<file path="src/rtl/gpio_bank_pkg.sv">
// Shared definitions for the maskable GPIO bank: register selector type and
// address arithmetic of the multi-bank map. Assumes byte addressing.
package gpio_bank_pkg;

    typedef enum logic [2:0] {
        SEL_NONE = 3'd0,
        SEL_LO   = 3'd1,
        SEL_HI   = 3'd2,
        SEL_LVL  = 3'd3,
        SEL_DIR  = 3'd4,
        SEL_OE   = 3'd5
    } reg_sel_e;

    // Low half maskable port of a bank.
    function automatic int unsigned lo_port_addr(input int unsigned bank);
        return 32'h000 + 8 * bank;
    endfunction

    // High half maskable port of a bank.
    function automatic int unsigned hi_port_addr(input int unsigned bank);
        return 32'h004 + 8 * bank;
    endfunction

    // Synchronised pin level view of a bank.
    function automatic int unsigned lvl_addr(input int unsigned bank);
        return 32'h060 + 4 * bank;
    endfunction

    // Direction register of a bank.
    function automatic int unsigned dir_addr(input int unsigned bank);
        return 32'h204 + 32'h40 * bank;
    endfunction

    // Drive-enable register of a bank.
    function automatic int unsigned oe_addr(input int unsigned bank);
        return 32'h208 + 32'h40 * bank;
    endfunction

endpackage

</file>
<file path="src/rtl/gpio_bank_decode.sv">
// Address decoder: maps a byte address to one of the bank's five registers.
// Assumes the map addresses of the chosen bank fit in ADDR_W bits.
module gpio_bank_decode
    import gpio_bank_pkg::*;
#(
    parameter int ADDR_W   = 10,
    parameter int BANK_IDX = 0
) (
    input  logic [ADDR_W-1:0] addr,
    output reg_sel_e          sel
);

    localparam logic [ADDR_W-1:0] LO_A  = ADDR_W'(lo_port_addr(BANK_IDX));
    localparam logic [ADDR_W-1:0] HI_A  = ADDR_W'(hi_port_addr(BANK_IDX));
    localparam logic [ADDR_W-1:0] LVL_A = ADDR_W'(lvl_addr(BANK_IDX));
    localparam logic [ADDR_W-1:0] DIR_A = ADDR_W'(dir_addr(BANK_IDX));
    localparam logic [ADDR_W-1:0] OE_A  = ADDR_W'(oe_addr(BANK_IDX));

    // Pick the register selected by the address; anything else is none.
    always_comb begin
        sel = SEL_NONE;
        if (addr == LO_A)       sel = SEL_LO;
        else if (addr == HI_A)  sel = SEL_HI;
        else if (addr == LVL_A) sel = SEL_LVL;
        else if (addr == DIR_A) sel = SEL_DIR;
        else if (addr == OE_A)  sel = SEL_OE;
    end

endmodule

</file>
<file path="src/rtl/gpio_half_latch.sv">
// One half of the output latch. The upper HALF_W bits of the write word are an
// active-low per-bit mask; the lower HALF_W bits are the data.
// Assumes wr_en is a single-cycle qualified write strobe.
module gpio_half_latch #(
    parameter int HALF_W = 16
) (
    input  logic                clk,
    input  logic                rst_n,
    input  logic                wr_en,
    input  logic [2*HALF_W-1:0] word,
    output logic [HALF_W-1:0]   q
);

    logic [HALF_W-1:0] mask_n;
    logic [HALF_W-1:0] data;

    assign mask_n = word[2*HALF_W-1:HALF_W];
    assign data   = word[HALF_W-1:0];

    for (genvar i = 0; i < HALF_W; i++) begin : g_bit
        // Update one latch bit when written with its mask bit clear.
        always_ff @(posedge clk) begin
            if (!rst_n)
                q[i] <= 1'b0;
            else if (wr_en && !mask_n[i])
                q[i] <= data[i];
        end
    end

endmodule

</file>
<file path="src/rtl/gpio_cfg_reg.sv">
// Plain read/write configuration register, cleared by reset.
module gpio_cfg_reg #(
    parameter int WIDTH = 32
) (
    input  logic             clk,
    input  logic             rst_n,
    input  logic             wr_en,
    input  logic [WIDTH-1:0] wdata,
    output logic [WIDTH-1:0] q
);

    // Load the full word on a write, clear on reset.
    always_ff @(posedge clk) begin
        if (!rst_n)
            q <= '0;
        else if (wr_en)
            q <= wdata;
    end

endmodule

</file>
<file path="src/rtl/gpio_in_sync.sv">
// Multi-flop synchroniser for asynchronous pad levels. Assumes each bit is
// sampled independently (no multi-bit coherence is promised).
module gpio_in_sync #(
    parameter int WIDTH  = 32,
    parameter int STAGES = 2
) (
    input  logic             clk,
    input  logic             rst_n,
    input  logic [WIDTH-1:0] din,
    output logic [WIDTH-1:0] dout
);

    logic [WIDTH-1:0] stage_q [STAGES];

    for (genvar s = 0; s < STAGES; s++) begin : g_stage
        // Shift the sampled level one stage further, cleared on reset.
        always_ff @(posedge clk) begin
            if (!rst_n)
                stage_q[s] <= '0;
            else if (s == 0)
                stage_q[s] <= din;
            else
                stage_q[s] <= stage_q[(s == 0) ? 0 : s-1];
        end
    end

    assign dout = stage_q[STAGES-1];

endmodule

</file>
<file path="src/rtl/gpio_mask_bank.sv">
// GPIO bank top: decoder, two maskable half latches, direction and drive-enable
// registers, input synchroniser and read mux. Assumes a single-cycle request
// port with combinational read data and WORD_W even.
module gpio_mask_bank
    import gpio_bank_pkg::*;
#(
    parameter int ADDR_W   = 10,
    parameter int BANK_IDX = 0,
    parameter int WORD_W   = 32,
    parameter int SYNC_N   = 2
) (
    input  logic              clk,
    input  logic              rst_n,
    input  logic              bus_valid,
    input  logic              bus_write,
    input  logic [ADDR_W-1:0] bus_addr,
    input  logic [WORD_W-1:0] bus_wdata,
    output logic [WORD_W-1:0] bus_rdata,
    input  logic [WORD_W-1:0] pad_in,
    output logic [WORD_W-1:0] pad_out,
    output logic [WORD_W-1:0] pad_oe
);

    localparam int HALF_W = WORD_W / 2;
    localparam int HALVES = 2;

    reg_sel_e          sel;
    logic              wr_fire;
    logic              rd_fire;
    logic [WORD_W-1:0] dir_q;
    logic [WORD_W-1:0] oe_q;
    logic [WORD_W-1:0] lvl_q;
    logic [WORD_W-1:0] out_q;

    assign wr_fire = bus_valid && bus_write;
    assign rd_fire = bus_valid && !bus_write;

    gpio_bank_decode #(
        .ADDR_W   (ADDR_W),
        .BANK_IDX (BANK_IDX)
    ) dec_i (
        .addr (bus_addr),
        .sel  (sel)
    );

    for (genvar h = 0; h < HALVES; h++) begin : g_half
        localparam reg_sel_e HSEL = (h == 0) ? SEL_LO : SEL_HI;
        gpio_half_latch #(
            .HALF_W (HALF_W)
        ) latch_i (
            .clk   (clk),
            .rst_n (rst_n),
            .wr_en (wr_fire && (sel == HSEL)),
            .word  (bus_wdata),
            .q     (out_q[h*HALF_W +: HALF_W])
        );
    end

    gpio_cfg_reg #(
        .WIDTH (WORD_W)
    ) dir_i (
        .clk   (clk),
        .rst_n (rst_n),
        .wr_en (wr_fire && (sel == SEL_DIR)),
        .wdata (bus_wdata),
        .q     (dir_q)
    );

    gpio_cfg_reg #(
        .WIDTH (WORD_W)
    ) oe_i (
        .clk   (clk),
        .rst_n (rst_n),
        .wr_en (wr_fire && (sel == SEL_OE)),
        .wdata (bus_wdata),
        .q     (oe_q)
    );

    gpio_in_sync #(
        .WIDTH  (WORD_W),
        .STAGES (SYNC_N)
    ) sync_i (
        .clk   (clk),
        .rst_n (rst_n),
        .din   (pad_in),
        .dout  (lvl_q)
    );

    // Return the selected readable register; write-only and unmapped read 0.
    always_comb begin
        bus_rdata = '0;
        if (rd_fire) begin
            case (sel)
                SEL_LVL: bus_rdata = lvl_q;
                SEL_DIR: bus_rdata = dir_q;
                SEL_OE:  bus_rdata = oe_q;
                default: bus_rdata = '0;
            endcase
        end
    end

    assign pad_out = out_q;
    assign pad_oe  = dir_q & oe_q;

endmodule

</file>
<file path="config.mk">
export PLATFORM = sky130hd
export DESIGN_NAME = gpio_mask_bank
export DESIGN_NICKNAME = d
export VERILOG_FILES = /design/src/rtl/gpio_bank_pkg.sv /design/src/rtl/gpio_bank_decode.sv /design/src/rtl/gpio_half_latch.sv /design/src/rtl/gpio_cfg_reg.sv /design/src/rtl/gpio_in_sync.sv /design/src/rtl/gpio_mask_bank.sv
export SDC_FILE = /design/constraint.sdc
export NUM_CORES = 1
export LEC_CHECK = 0
export ABC_AREA = 1
export BUFFER_PORTS_ARGS = -buffer_cell sky130_fd_sc_hd__buf_2
export CAP_MARGIN = 0
export CORE_MARGIN = 3
export CORE_UTILIZATION = 55
export CTS_BUF_LIST = sky130_fd_sc_hd__clkbuf_4 sky130_fd_sc_hd__clkbuf_8 sky130_fd_sc_hd__clkbuf_16
export DETAILED_ROUTE_END_ITERATION = 7
export MAX_ROUTING_LAYER = met4
export PLACE_DENSITY_LB_ADDON = 0.12
export REMOVE_ABC_BUFFERS = 1
export SYNTH_ARGS = -nofsm -noshare
export SYNTH_HDL_FRONTEND = slang
export SYNTH_SLANG_ARGS = --single-unit
</file>
<file path="constraint.sdc">
create_clock -name clk -period 2.9 [get_ports clk]
set_clock_uncertainty 0.2 [all_clocks]
set_input_delay 0.29 -clock clk [delete_from_list [all_inputs] [get_ports clk]]
set_output_delay 0.29 -clock clk [all_outputs]
set_load 0.01 [all_outputs]
</file>
==> impl_results.html, run 1 <==
<table>
<tr><th>Metric</th><th>Value</th></tr>
<tr><th colspan="2">Logic synthesis</th></tr>
<tr><td>Yosys warns</td><td>0</td></tr>
<tr><td>Average footprint of a synthesized cell</td><td>6.91 um^2</td></tr>
<tr><td>Number of instances in the synthesized netlist</td><td>989</td></tr>
<tr><td>Cell area after synthesis</td><td>6830 um^2</td></tr>
<tr><td>Sequential share of the synthesized area</td><td>46.9%</td></tr>
<tr><td>Unique masters post-synth</td><td>21</td></tr>
<tr><td>#FFs+latches synth</td><td>160</td></tr>
<tr><th colspan="2">Global route</th></tr>
<tr><td>Global route overflow</td><td>0</td></tr>
<tr><td>Largest net degree at the start of global routing</td><td>50</td></tr>
<tr><td>Number of global-route vias before repair</td><td>roughly 7000</td></tr>
<tr><td>Met3 global-route usage</td><td>6.85%</td></tr>
<tr><td>Gr usage total</td><td>31.5%</td></tr>
<tr><td>Fraction of met2 tracks used by global routing</td><td>between 50% and 60%</td></tr>
<tr><td>Number of antenna violations at the first check in global routing</td><td>1</td></tr>
<tr><td>Wire length of the first global-routing pass</td><td>~34 mm</td></tr>
<tr><td>Met1 GRT Util</td><td>39.1%</td></tr>
<tr><td>Most Used Layer, Global Route</td><td>met2</td></tr>
<tr><th colspan="2">Layout</th></tr>
<tr><td>Layout cells sized above 1</td><td>between 20% and 30%</td></tr>
<tr><td>Synth-to-Final Area Change</td><td>33.9%</td></tr>
<tr><td>Final #Nets</td><td>1285</td></tr>
<tr><td>Final standard cell count with taps included and fillers excluded</td><td>1389</td></tr>
<tr><td>Most frequent cells in the layout</td><td>sky130_fd_sc_hd__nand2_1 (218), sky130_fd_sc_hd__inv_1 (184), sky130_fd_sc_hd__buf_2 (172)</td></tr>
<tr><td>Most frequent standard cell in the layout excluding fill and tap cells</td><td>sky130_fd_sc_hd__nand2_1</td></tr>
<tr><th colspan="2">Setup path</th></tr>
<tr><td>Critical Path Start Type</td><td>input port</td></tr>
<tr><td>Nature of the critical path endpoint</td><td>output port</td></tr>
<tr><td>Highest fanout seen on the critical path</td><td>12</td></tr>
<tr><td>Depth of the worst register-to-register path</td><td>2</td></tr>
<tr><td>Crit path kind</td><td>input port to output port</td></tr>
<tr><td>Cell chain of the critical path</td><td>buf_2 &gt; inv_1 &gt; nand2_1 &gt; nor2_1 &gt; nand2_2 &gt; nor2_4 &gt; inv_2 &gt; a21oi_4 &gt; buf_4 &gt; nand2_1 &gt; inv_1 &gt; buf_2</td></tr>
<tr><td>Critical path arrival</td><td>approximately 2000 ps</td></tr>
<tr><td>Cell with the largest stage delay on the worst path</td><td>sky130_fd_sc_hd__a21oi_4</td></tr>
<tr><td>Required time worst endpoint</td><td>2410 ps</td></tr>
<tr><td>Capturing point of the worst reg2reg path</td><td>oe_i.q[1]</td></tr>
<tr><td>Startpoint of the lowest-slack register-to-register path</td><td>oe_i.q[1]</td></tr>
<tr><td>Setup slack, reg-to-reg</td><td>roughly 2000 ps</td></tr>
<tr><td>Maximum cell stage delay along the critical path</td><td>300 ps</td></tr>
<tr><th colspan="2">Detailed routing</th></tr>
<tr><td>First-pass DRT Iterations</td><td>6</td></tr>
<tr><td>Final wirelength</td><td>21.0 mm</td></tr>
<tr><td>Vias per cell</td><td>5.25</td></tr>
<tr><td>Wirelength per Cell</td><td>15.1 um</td></tr>
<tr><td>Count of nets left with antenna violations after detail routing</td><td>0</td></tr>
<tr><td>Vias after detailed routing</td><td>7292</td></tr>
<tr><td># DRC</td><td>0</td></tr>
<tr><td>Initial detailed-routing violation count</td><td>approximately 810</td></tr>
<tr><th colspan="2">CTS</th></tr>
<tr><td>H-tree Lvls</td><td>4</td></tr>
<tr><td>Max Root-Sink Buffers</td><td>2</td></tr>
<tr><td>Cts bufs inserted</td><td>17</td></tr>
<tr><td>Number of clock sinks</td><td>between 150 and 200</td></tr>
<tr><td>Number of gates resized after cts</td><td>0</td></tr>
<tr><td>Worst-Skew Late Latency</td><td>420 ps</td></tr>
<tr><td>TritonCTS clock tree</td><td>built</td></tr>
<tr><td>Clock transition time at the flip-flop clock pins of the worst setup and hold paths</td><td>60 ps</td></tr>
<tr><td>Cell chosen for the clock root</td><td>sky130_fd_sc_hd__clkbuf_16</td></tr>
<tr><th colspan="2">Min path</th></tr>
<tr><td>Endpoint with the worst hold slack</td><td>sync_i.stage_q[1][29]</td></tr>
<tr><td>Worst min path class</td><td>input port to flop</td></tr>
<tr><td>Launch point of the worst hold path</td><td>rst_n</td></tr>
<tr><td>Hold Path Stages</td><td>3</td></tr>
<tr><th colspan="2">Timing</th></tr>
<tr><td>Actual slew at the worst max-slew pin</td><td>989 ps</td></tr>
<tr><td>Number of hold-slack violations in the final timing report</td><td>0</td></tr>
<tr><td>Rel. slew slack</td><td>34.0%</td></tr>
<tr><td>Post-layout min period</td><td>2450 ps</td></tr>
<tr><td>Number of setup violations in the final report</td><td>0</td></tr>
<tr><td>Final number of max-transition violations</td><td>0</td></tr>
<tr><td>Period utilization</td><td>about 84%</td></tr>
<tr><td>Achievable frequency</td><td>approximately 410 MHz</td></tr>
<tr><td>Least setup slack across all paths after layout</td><td>450 ps</td></tr>
<tr><td>Setup repair after global routing missed its margin</td><td>false</td></tr>
<tr><td>Sum of negative setup slack</td><td>0 ps</td></tr>
<tr><th colspan="2">Place</th></tr>
<tr><td>Placed cell count</td><td>1292</td></tr>
<tr><td>Placed wire-length estimate after detailed placement</td><td>around 12 mm</td></tr>
<tr><td>Number of buffer cells added on primary ports</td><td>roughly 170</td></tr>
<tr><td>Placement Setup Slack</td><td>507 ps</td></tr>
<tr><td>Final RePlAce weighted congestion</td><td>0.816</td></tr>
<tr><th colspan="2">Floorplan</th></tr>
<tr><td>Initial cell density of the core</td><td>56.6%</td></tr>
<tr><td>Die W</td><td>117 um</td></tr>
<tr><td>Number of standard-cell rows in the floorplan</td><td>40</td></tr>
<tr><td>Count of boundary I/O pins</td><td>174</td></tr>
<tr><td>Placeable core area</td><td>12100 um^2</td></tr>
<tr><td>Height of the chip</td><td>roughly 120 um</td></tr>
<tr><td>Total Die Area</td><td>13800 um^2</td></tr>
<tr><th colspan="2">Power and ir drop</th></tr>
<tr><td>Lkg Pwr</td><td>about 5 nW</td></tr>
<tr><td>Maximum vdd ir drop</td><td>approximately 0.00043 V</td></tr>
<tr><td>Pwr/cell area</td><td>about 540 nW/um^2</td></tr>
<tr><th colspan="2">Job</th></tr>
<tr><td>Max-cap viol count</td><td>0</td></tr>
<tr><th colspan="2">Status</th></tr>
<tr><td>Status</td><td>finished, final reports clean</td></tr>
</table>
==> worst max-delay path by stage <==
stage | from | endpoint | cells past startpoint
6_report | bus_addr[0] | bus_rdata[14] | 12
5_1_grt | bus_addr[1] | bus_rdata[29] | 12
4_1_cts | bus_addr[0] | bus_rdata[29] | 12
3_5_place_dp | bus_addr[1] | bus_rdata[29] | 12
3_3_place_gp | bus_addr[0] | bus_rdata[2] | 12
2_1_floorplan | bus_addr[0] | bus_rdata[0] | 7
==> sequential cells by signal (all words and copies together) (netlist names) <==
signal,cells
dir_i.q,32
g_half.latch_i.q,32
oe_i.q,32
sync_i.stage_q,64
==> synthesized netlist by cell type (all sizes together) <==
cell    instances  area [um^2]
a21oi          65          329
buf            17          104
clkbuf         41          154
dfxtp         160         3200
inv           193          724
nand2         219          825
nand3         117          596
nand4          49          307
nor2           62          250
nor3            1         10.0
nor3b           1         7.51
o21ai          64          320
==> cell type report <==
class / count / area, um^2
diodes: 1 / 2.50
clock buffers: 21 / 474
clock inverters: 11 / 160
fillers: 965 / 2920
inverters: 193 / 724
multi-input cells: 578 / 2690
flip-flops and latches: 160 / 3200
well taps: 168 / 210
repair buffers: 257 / 1680
==> metrics by stage <==
step	hold WS [ps]	util [%]	power (mW)	area (um^2)
after floorplan	183	-	2.37	6570
after global placement	192	65.2	2.50	7870
after detailed placement	197	65.2	2.51	7870
after CTS	50.6	75.8	4.91	9140
after global routing	78.8	75.8	5.04	9150
final	68.1	75.8	4.90	9150
==> layer usage <==
metal	wire length [um]	share of wire, %	up-vias
li1	-	-	3535
met1	8620	41	3315
met2	9980	48	399
met3	2000	9.5	43
met4	404	1.9	0
met5	0	0	-
==> worst max-delay path: cells and delay by family <==
| family | cells | cell delay [ps] |
|---|---|---|
| buffers and inverters | 6 | 670 |
| AOI/OAI and AO/OA | 1 | 300 |
| and+or+nand+nor | 5 | 680 |
==> kinds of logic after synthesis <==
logic type             Yosys count  synth area share, %
AO/OA/AOI/OAI                  129                 9.51
buffers and inverters          251                 14.4
flip-flops                     160                 46.9
AND/OR/NAND/NOR                449                 29.2
==> power by group <==
part | total [mW] | internal (mW) | switching, mW | leakage [nW]
combinational | 0.282 | 0.124 | 0.158 | 3.43
sequential | 2.25 | 2.24 | 0.0104 | 1.30
clock | 2.37 | 1.51 | 0.861 | 0.312
total | 4.90 | 3.87 | 1.03 | 5.04
==> repair_timing <==
item                      CTS  global route
buffers inserted            0             0
hold buffers               64             0
hold endpoints to repair  123             0
(Power assumes the default switching activity.)
==> run 2, diff against run 1 <==
- CORE_UTILIZATION: 55 -> 53
- clock period: 2.9 -> 2.56 ns (I/O delays scaled with it)
==> run 2 against run 1 <==
First-iteration DRC count decreased by 7.2%. Flip-flop and latch count is the same. Global-route usage down 0.20 points. Utilization shrank 1.0 points. Non-clock buffer count up 8. Sequential share of layout area fell by 0.25 points. Via count decreased by 1.5%. Combinational power increased by 17%. Cell count increased by 0.43%. Critical path depth did not move. Largest cell class unchanged.
==> impl_results.html, run 2 (same netlist as run 1, synthesis figures left out) <==
<table>
<tr><th>Metric</th><th>Value</th></tr>
<tr><th colspan="2">Floorplan</th></tr>
<tr><td>Die W</td><td>120 um</td></tr>
<tr><td>Total Die Area</td><td>14300 um^2</td></tr>
<tr><td>Initial cell density of the core</td><td>a little under three fifths</td></tr>
<tr><td>Placeable core area</td><td>12300 um^2</td></tr>
<tr><td>Height of the chip</td><td>120 um</td></tr>
<tr><td>Number of standard-cell rows in the floorplan</td><td>40</td></tr>
<tr><td>Count of boundary I/O pins</td><td>174</td></tr>
<tr><th colspan="2">CTS</th></tr>
<tr><td>TritonCTS clock tree</td><td>built</td></tr>
<tr><td>Worst-Skew Late Latency</td><td>430 ps</td></tr>
<tr><td>Cts bufs inserted</td><td>17</td></tr>
<tr><td>Number of clock sinks</td><td>160</td></tr>
<tr><td>Number of gates resized after cts</td><td>0</td></tr>
<tr><td>Max Root-Sink Buffers</td><td>2</td></tr>
<tr><td>Cell chosen for the clock root</td><td>sky130_fd_sc_hd__clkbuf_16</td></tr>
<tr><td>H-tree Lvls</td><td>4</td></tr>
<tr><td>Clock transition time at the flip-flop clock pins of the worst setup and hold paths</td><td>~60 ps</td></tr>
<tr><td>Number of buffers inserted to repair setup after CTS</td><td>0</td></tr>
<tr><th colspan="2">Place</th></tr>
<tr><td>Placement Setup Slack</td><td>235 ps</td></tr>
<tr><td>Final RePlAce weighted congestion</td><td>0.842</td></tr>
<tr><td>Placed wire-length estimate after detailed placement</td><td>13.4 mm</td></tr>
<tr><td>Placed cell count</td><td>1300</td></tr>
<tr><td>Number of buffer cells added on primary ports</td><td>173</td></tr>
<tr><th colspan="2">Layout</th></tr>
<tr><td>Filler instances</td><td>1020</td></tr>
<tr><td>Layout cells sized above 1</td><td>20.6%</td></tr>
<tr><td>Most frequent cells in the layout</td><td>sky130_fd_sc_hd__nand2_1 (218), sky130_fd_sc_hd__inv_1 (184), sky130_fd_sc_hd__buf_2 (172)</td></tr>
<tr><td>Register name with the most flops</td><td>sync_i.stage_q</td></tr>
<tr><td>Total inserted antenna cells</td><td>0</td></tr>
<tr><td>Seq. cell area</td><td>3200 um^2</td></tr>
<tr><td>Final standard cell count with taps included and fillers excluded</td><td>1395</td></tr>
<tr><td>Multi-input combinational cell area</td><td>2690 um^2</td></tr>
<tr><td>Synth-to-Final Area Change</td><td>34.9%</td></tr>
<tr><td>Max FFs per register</td><td>64</td></tr>
<tr><td>Final #Nets</td><td>1293</td></tr>
<tr><td>Most frequent standard cell in the layout excluding fill and tap cells</td><td>sky130_fd_sc_hd__nand2_1</td></tr>
<tr><th colspan="2">Detailed routing</th></tr>
<tr><td>First-pass DRT Iterations</td><td>5</td></tr>
<tr><td>Vias after detailed routing</td><td>7184</td></tr>
<tr><td>Vias per cell</td><td>about 5.1</td></tr>
<tr><td>Wirelength per Cell</td><td>15.5 um</td></tr>
<tr><td>Initial detailed-routing violation count</td><td>roughly 760</td></tr>
<tr><td>Count of nets left with antenna violations after detail routing</td><td>0</td></tr>
<tr><td>Final wirelength</td><td>21.7 mm</td></tr>
<tr><td># DRC</td><td>0</td></tr>
<tr><th colspan="2">Min path</th></tr>
<tr><td>Worst min path class</td><td>input port to flop</td></tr>
<tr><th colspan="2">Power and ir drop</th></tr>
<tr><td>Lkg Pwr</td><td>5.08 nW</td></tr>
<tr><td>Pwr/cell area</td><td>594 nW/um^2</td></tr>
<tr><td>Maximum vdd ir drop</td><td>roughly 0.00065 V</td></tr>
<tr><th colspan="2">Status</th></tr>
<tr><td>Status</td><td>finished, final reports clean</td></tr>
<tr><th colspan="2">Setup path</th></tr>
<tr><td>Critical path arrival</td><td>1930 ps</td></tr>
<tr><td>Crit path kind</td><td>input port to output port</td></tr>
<tr><td>Nature of the critical path endpoint</td><td>output port</td></tr>
<tr><td>Critical Path Start Type</td><td>input port</td></tr>
<tr><td>Setup slack, reg-to-reg</td><td>~1600 ps</td></tr>
<tr><td>Highest fanout seen on the critical path</td><td>16</td></tr>
<tr><td>Required time worst endpoint</td><td>around 2100 ps</td></tr>
<tr><th colspan="2">Timing</th></tr>
<tr><td>Sum of negative setup slack</td><td>0 ps</td></tr>
<tr><td>Setup repair after global routing missed its margin</td><td>false</td></tr>
<tr><td>Post-layout min period</td><td>2380 ps</td></tr>
<tr><td>Number of hold-slack violations in the final timing report</td><td>0</td></tr>
<tr><td>Least setup slack across all paths after layout</td><td>179 ps</td></tr>
<tr><td>Actual slew at the worst max-slew pin</td><td>421 ps</td></tr>
<tr><td>WHS</td><td>7.99 ps</td></tr>
<tr><td>Period utilization</td><td>93.0%</td></tr>
<tr><td>Number of setup violations in the final report</td><td>0</td></tr>
<tr><td>Rel. slew slack</td><td>71.9%</td></tr>
<tr><td>Achievable frequency</td><td>between 400 and 500 MHz</td></tr>
<tr><td>Final number of max-transition violations</td><td>0</td></tr>
<tr><th colspan="2">Global route</th></tr>
<tr><td>Wire length of the first global-routing pass</td><td>between 30 and 40 mm</td></tr>
<tr><td>Largest net degree at the start of global routing</td><td>41</td></tr>
<tr><td>Number of global-route vias before repair</td><td>6809</td></tr>
<tr><td>Number of antenna violations at the first check in global routing</td><td>0</td></tr>
<tr><td>Global route overflow</td><td>0</td></tr>
<tr><td>Gr usage total</td><td>31.3%</td></tr>
<tr><th colspan="2">Job</th></tr>
<tr><td>Max-cap viol count</td><td>0</td></tr>
</table>
run 2: changes by cell type in the layout (fill, tap and decap cells not counted):
cell,change
sky130_fd_sc_hd__buf_12,+3
sky130_fd_sc_hd__buf_4,+5
sky130_fd_sc_hd__bufinv_16,-1
sky130_fd_sc_hd__clkbuf_4,+1
sky130_fd_sc_hd__clkbuf_8,-1
sky130_fd_sc_hd__clkinv_2,-2
sky130_fd_sc_hd__clkinv_4,+1
sky130_fd_sc_hd__clkinvlp_4,+1
sky130_fd_sc_hd__diode_2,-1
run 2: metal layers:
metal	part of all wire (%)	GRT usage (%)	up-vias
met3	7.8	5.80	47
met2	47	51.2	332
li1	-	-	3549
met1	43	39.6	3256
met4	1.9	10.0	0
met5	0	-	-
run 2: path summary, 6_finish.rpt:
check,startpoint,endpoint,depth (start not counted)
setup / recovery,bus_addr[0],bus_rdata[18],12
hold / removal,rst_n,sync_i.stage_q[0][2],3
setup reg to reg,oe_i.q[30],oe_i.q[30],2
hold reg to reg,sync_i.stage_q[0][22],sync_i.stage_q[1][22],2
run 2: area by class of cell:
type | count | area share [%]
Multi-Input combinational cell | 578 | 29.2
Tap cell | 168 | 2.28
Timing Repair Buffer | 265 | 19.3
Sequential cell | 160 | 34.8
Clock inverter | 10 | 1.48
Inverter | 193 | 7.86
Clock buffer | 21 | 5.08
run 2: critical path, stage by stage:
cell and delay [ps]:
sky130_fd_sc_hd__buf_2 110, sky130_fd_sc_hd__inv_1 40, sky130_fd_sc_hd__nand2_1 160, sky130_fd_sc_hd__nor2_1 240
sky130_fd_sc_hd__nand2_2 120, sky130_fd_sc_hd__nor2_4 220, sky130_fd_sc_hd__buf_4 310, sky130_fd_sc_hd__nand4_1 110
sky130_fd_sc_hd__nand3_1 80, sky130_fd_sc_hd__nand2_1 70, sky130_fd_sc_hd__inv_1 70, sky130_fd_sc_hd__buf_2 130
run 2: through the flow:
stage	area [um^2]	total power [mW]	utilization (%)
finish	9210	5.47	74.8
global route	9210	5.64	74.8
CTS	9210	5.48	74.8
detailed placement	7970	2.85	64.7
global placement	7970	2.84	64.7
floorplan	6570	2.69	-
run 2: power breakdown:
group          total (mW)  leakage, nW  internal, mW  switching, mW
Clock                2.59        0.292          1.60          0.998
Combinational       0.329         3.48         0.147          0.182
Sequential           2.55         1.30          2.54         0.0123
Total                5.47         5.08          4.28           1.19
run 2: repair_timing:
item / CTS / global route
endpoints found under the setup margin: 0 / 0
hold buffers: 64 / 0
endpoints found under the hold margin: 127 / 0
==> run 3, diff against run 2 <==
- CORE_ASPECT_RATIO: not set -> 0.6
==> run 3 against run 2 <==
Sequential share of layout area grew 0.25 points. Flip-flop and latch count is the same. Maximum frequency grew 2.0%. Wire length grew 2.4%. Critical path depth is the same. Hold slack gained 130 ps. Utilization shrank 0.66 points. Cell count shrank 0.36%. Clock power shrank 3%. Global-route usage grew 0.31 points.
==> impl_results.html, run 3 (same netlist as run 1, synthesis figures left out) <==
<table>
<tr><th>Metric</th><th>Value</th></tr>
<tr><th colspan="2">Status</th></tr>
<tr><td>Status</td><td>finished, final reports clean</td></tr>
<tr><th colspan="2">Timing</th></tr>
<tr><td>WHS</td><td>143 ps</td></tr>
<tr><td>Post-layout min period</td><td>2330 ps</td></tr>
<tr><td>Setup repair after global routing missed its margin</td><td>false</td></tr>
<tr><td>Final number of max-transition violations</td><td>0</td></tr>
<tr><td>Number of setup violations in the final report</td><td>0</td></tr>
<tr><td>Period utilization</td><td>91.2%</td></tr>
<tr><td>Actual slew at the worst max-slew pin</td><td>525 ps</td></tr>
<tr><td>Number of hold-slack violations in the final timing report</td><td>0</td></tr>
<tr><td>Rel. slew slack</td><td>65.0%</td></tr>
<tr><td>Achievable frequency</td><td>428 MHz</td></tr>
<tr><th colspan="2">CTS</th></tr>
<tr><td>Cts bufs inserted</td><td>17</td></tr>
<tr><td>Worst-Skew Late Latency</td><td>around 420 ps</td></tr>
<tr><td>Clock transition time at the flip-flop clock pins of the worst setup and hold paths</td><td>roughly 70 ps</td></tr>
<tr><td>Number of clock sinks</td><td>160</td></tr>
<tr><td>TritonCTS clock tree</td><td>built</td></tr>
<tr><td>H-tree Lvls</td><td>4</td></tr>
<tr><td>Number of gates resized after cts</td><td>0</td></tr>
<tr><td>Count of hold-fix buffers inserted at cts</td><td>64</td></tr>
<tr><td>Max Root-Sink Buffers</td><td>2</td></tr>
<tr><td>Number of buffers inserted to repair setup after CTS</td><td>0</td></tr>
<tr><td>Cell chosen for the clock root</td><td>sky130_fd_sc_hd__clkbuf_16</td></tr>
<tr><th colspan="2">Layout</th></tr>
<tr><td>Post-layout util</td><td>74.2%</td></tr>
<tr><td>Filler instances</td><td>985</td></tr>
<tr><td>Most frequent standard cell in the layout excluding fill and tap cells</td><td>sky130_fd_sc_hd__nand2_1</td></tr>
<tr><td>Total inserted antenna cells</td><td>0</td></tr>
<tr><td>Register name with the most flops</td><td>sync_i.stage_q</td></tr>
<tr><td>Layout cells sized above 1</td><td>20.5%</td></tr>
<tr><td>Final #Nets</td><td>1290</td></tr>
<tr><td>Synth-to-Final Area Change</td><td>33.9%</td></tr>
<tr><td>Most frequent cells in the layout</td><td>sky130_fd_sc_hd__nand2_1 (218), sky130_fd_sc_hd__inv_1 (184), sky130_fd_sc_hd__buf_2 (172)</td></tr>
<tr><td>Max FFs per register</td><td>64</td></tr>
<tr><th colspan="2">Floorplan</th></tr>
<tr><td>Height of the chip</td><td>about 94 um</td></tr>
<tr><td>Initial cell density of the core</td><td>55.4%</td></tr>
<tr><td>Count of boundary I/O pins</td><td>174</td></tr>
<tr><td>Number of standard-cell rows in the floorplan</td><td>31</td></tr>
<tr><td>Die W</td><td>153 um</td></tr>
<tr><td>Total Die Area</td><td>14300 um^2</td></tr>
<tr><td>Placeable core area</td><td>12300 um^2</td></tr>
<tr><th colspan="2">Setup path</th></tr>
<tr><td>CP Launch Point</td><td>bus_addr[0]</td></tr>
<tr><td>Nature of the critical path endpoint</td><td>output port</td></tr>
<tr><td>Highest fanout seen on the critical path</td><td>20</td></tr>
<tr><td>Required time worst endpoint</td><td>2100 ps</td></tr>
<tr><td>Crit path kind</td><td>input port to output port</td></tr>
<tr><td>Critical Path Start Type</td><td>input port</td></tr>
<tr><td>Startpoint of the lowest-slack register-to-register path</td><td>dir_i.q[24]</td></tr>
<tr><td>Critical path arrival</td><td>1880 ps</td></tr>
<tr><th colspan="2">Global route</th></tr>
<tr><td>Global route overflow</td><td>0</td></tr>
<tr><td>Wire length of the first global-routing pass</td><td>35.5 mm</td></tr>
<tr><td>Number of global-route vias before repair</td><td>6945</td></tr>
<tr><td>Largest net degree at the start of global routing</td><td>113</td></tr>
<tr><td>Gr usage total</td><td>between 30% and 40%</td></tr>
<tr><td>Number of antenna violations at the first check in global routing</td><td>0</td></tr>
<tr><th colspan="2">Detailed routing</th></tr>
<tr><td>Count of nets left with antenna violations after detail routing</td><td>0</td></tr>
<tr><td>Vias after detailed routing</td><td>7370</td></tr>
<tr><td>First-pass DRT Iterations</td><td>5</td></tr>
<tr><td>Initial detailed-routing violation count</td><td>around 730</td></tr>
<tr><td>Vias per cell</td><td>5.30</td></tr>
<tr><td># DRC</td><td>0</td></tr>
<tr><td>Wirelength per Cell</td><td>16.0 um</td></tr>
<tr><td>Final wirelength</td><td>22.2 mm</td></tr>
<tr><th colspan="2">Place</th></tr>
<tr><td>Number of buffer cells added on primary ports</td><td>about 170</td></tr>
<tr><td>Placed wire-length estimate after detailed placement</td><td>13.7 mm</td></tr>
<tr><td>Final RePlAce weighted congestion</td><td>0.857</td></tr>
<tr><th colspan="2">Power and ir drop</th></tr>
<tr><td>Clock power share</td><td>46.7%</td></tr>
<tr><td>Lkg Pwr</td><td>slightly above 5 nW</td></tr>
<tr><td>Comb power frac</td><td>6.1%</td></tr>
<tr><td>Maximum vdd ir drop</td><td>0.000431 V</td></tr>
<tr><td>Sequential Power Share</td><td>47.3%</td></tr>
<tr><td>Total power</td><td>5.39 mW</td></tr>
<tr><td>Switching portion of total power</td><td>roughly a quarter</td></tr>
<tr><td>Pwr/cell area</td><td>589 nW/um^2</td></tr>
<tr><td>Net switching power figure</td><td>1.31 mW</td></tr>
<tr><td>Internal power component</td><td>4.08 mW</td></tr>
<tr><th colspan="2">Min path</th></tr>
<tr><td>Launch point of the worst hold path</td><td>rst_n</td></tr>
<tr><td>Worst min path class</td><td>input port to flop</td></tr>
<tr><th colspan="2">Job</th></tr>
<tr><td>Max-cap viol count</td><td>0</td></tr>
</table>
-- run 3: worst paths after layout --
check | depth (start not counted) | to | slack (ps)
min reg2reg | 2 | sync_i.stage_q[1][14] | 210
max reg2reg | 2 | dir_i.q[24] | 1650
max | 12 | bus_rdata[13] | 230
min | 3 | g_half[1].latch_i.q[5] | 140
-- run 3: critical path, cell delays in order --
cell	delay, ps
sky130_fd_sc_hd__buf_2	110
sky130_fd_sc_hd__inv_1	50
sky130_fd_sc_hd__nand2_1	150
sky130_fd_sc_hd__nor2_1	240
sky130_fd_sc_hd__nand2_2	140
sky130_fd_sc_hd__nor2_4	150
sky130_fd_sc_hd__inv_2	60
sky130_fd_sc_hd__a21oi_4	120
sky130_fd_sc_hd__buf_4	300
sky130_fd_sc_hd__nand2_1	110
sky130_fd_sc_hd__inv_1	60
sky130_fd_sc_hd__buf_2	120
-- run 3: final cells by class --
cell class	instances	area, um^2	area share [%]
flip-flops and latches	160	3200	35.0
multi-input cells	578	2690	29.4
repair buffers	262	1730	19.0
inverters	193	724	7.92
clock buffers	18	439	4.80
well taps	165	206	2.26
clock inverters	14	151	1.66
-- run 3: power by group through the flow --
stage | Sequential (mW) | Clock, mW | Combinational [mW]
floorplan | 2.60 | 0 | 0.0865
global placement | 2.60 | 0 | 0.238
detailed placement | 2.60 | 0 | 0.241
CTS | 2.55 | 2.53 | 0.317
global route | 2.55 | 2.62 | 0.356
finish | 2.55 | 2.52 | 0.326
-- run 3: through the flow --
stage          setup slack [ps]  instance area (um^2)  cells  TNS [ps]
6_report                    226                  9150   1390         0
5_1_grt                    75.1                  9150   1390         0
4_1_cts                     251                  9150   1390         0
3_5_place_dp                258                  7920   1294         0
3_3_place_gp                312                  7920   1294         0
2_1_floorplan             -1560                  6570    931    -80250
-- run 3: per-layer routing --
layer / wire (um) / global-route usage [%] / part of all wire, % / vias to the layer above
met2: 9570 / 48.6 / 43 / 463
met4: 414 / 9.79 / 1.9 / 0
met5: 0 / - / 0 / -
met1: 9690 / 42.1 / 44 / 3315
met3: 2540 / 7.32 / 11 / 51
li1: - / - / - / 3541
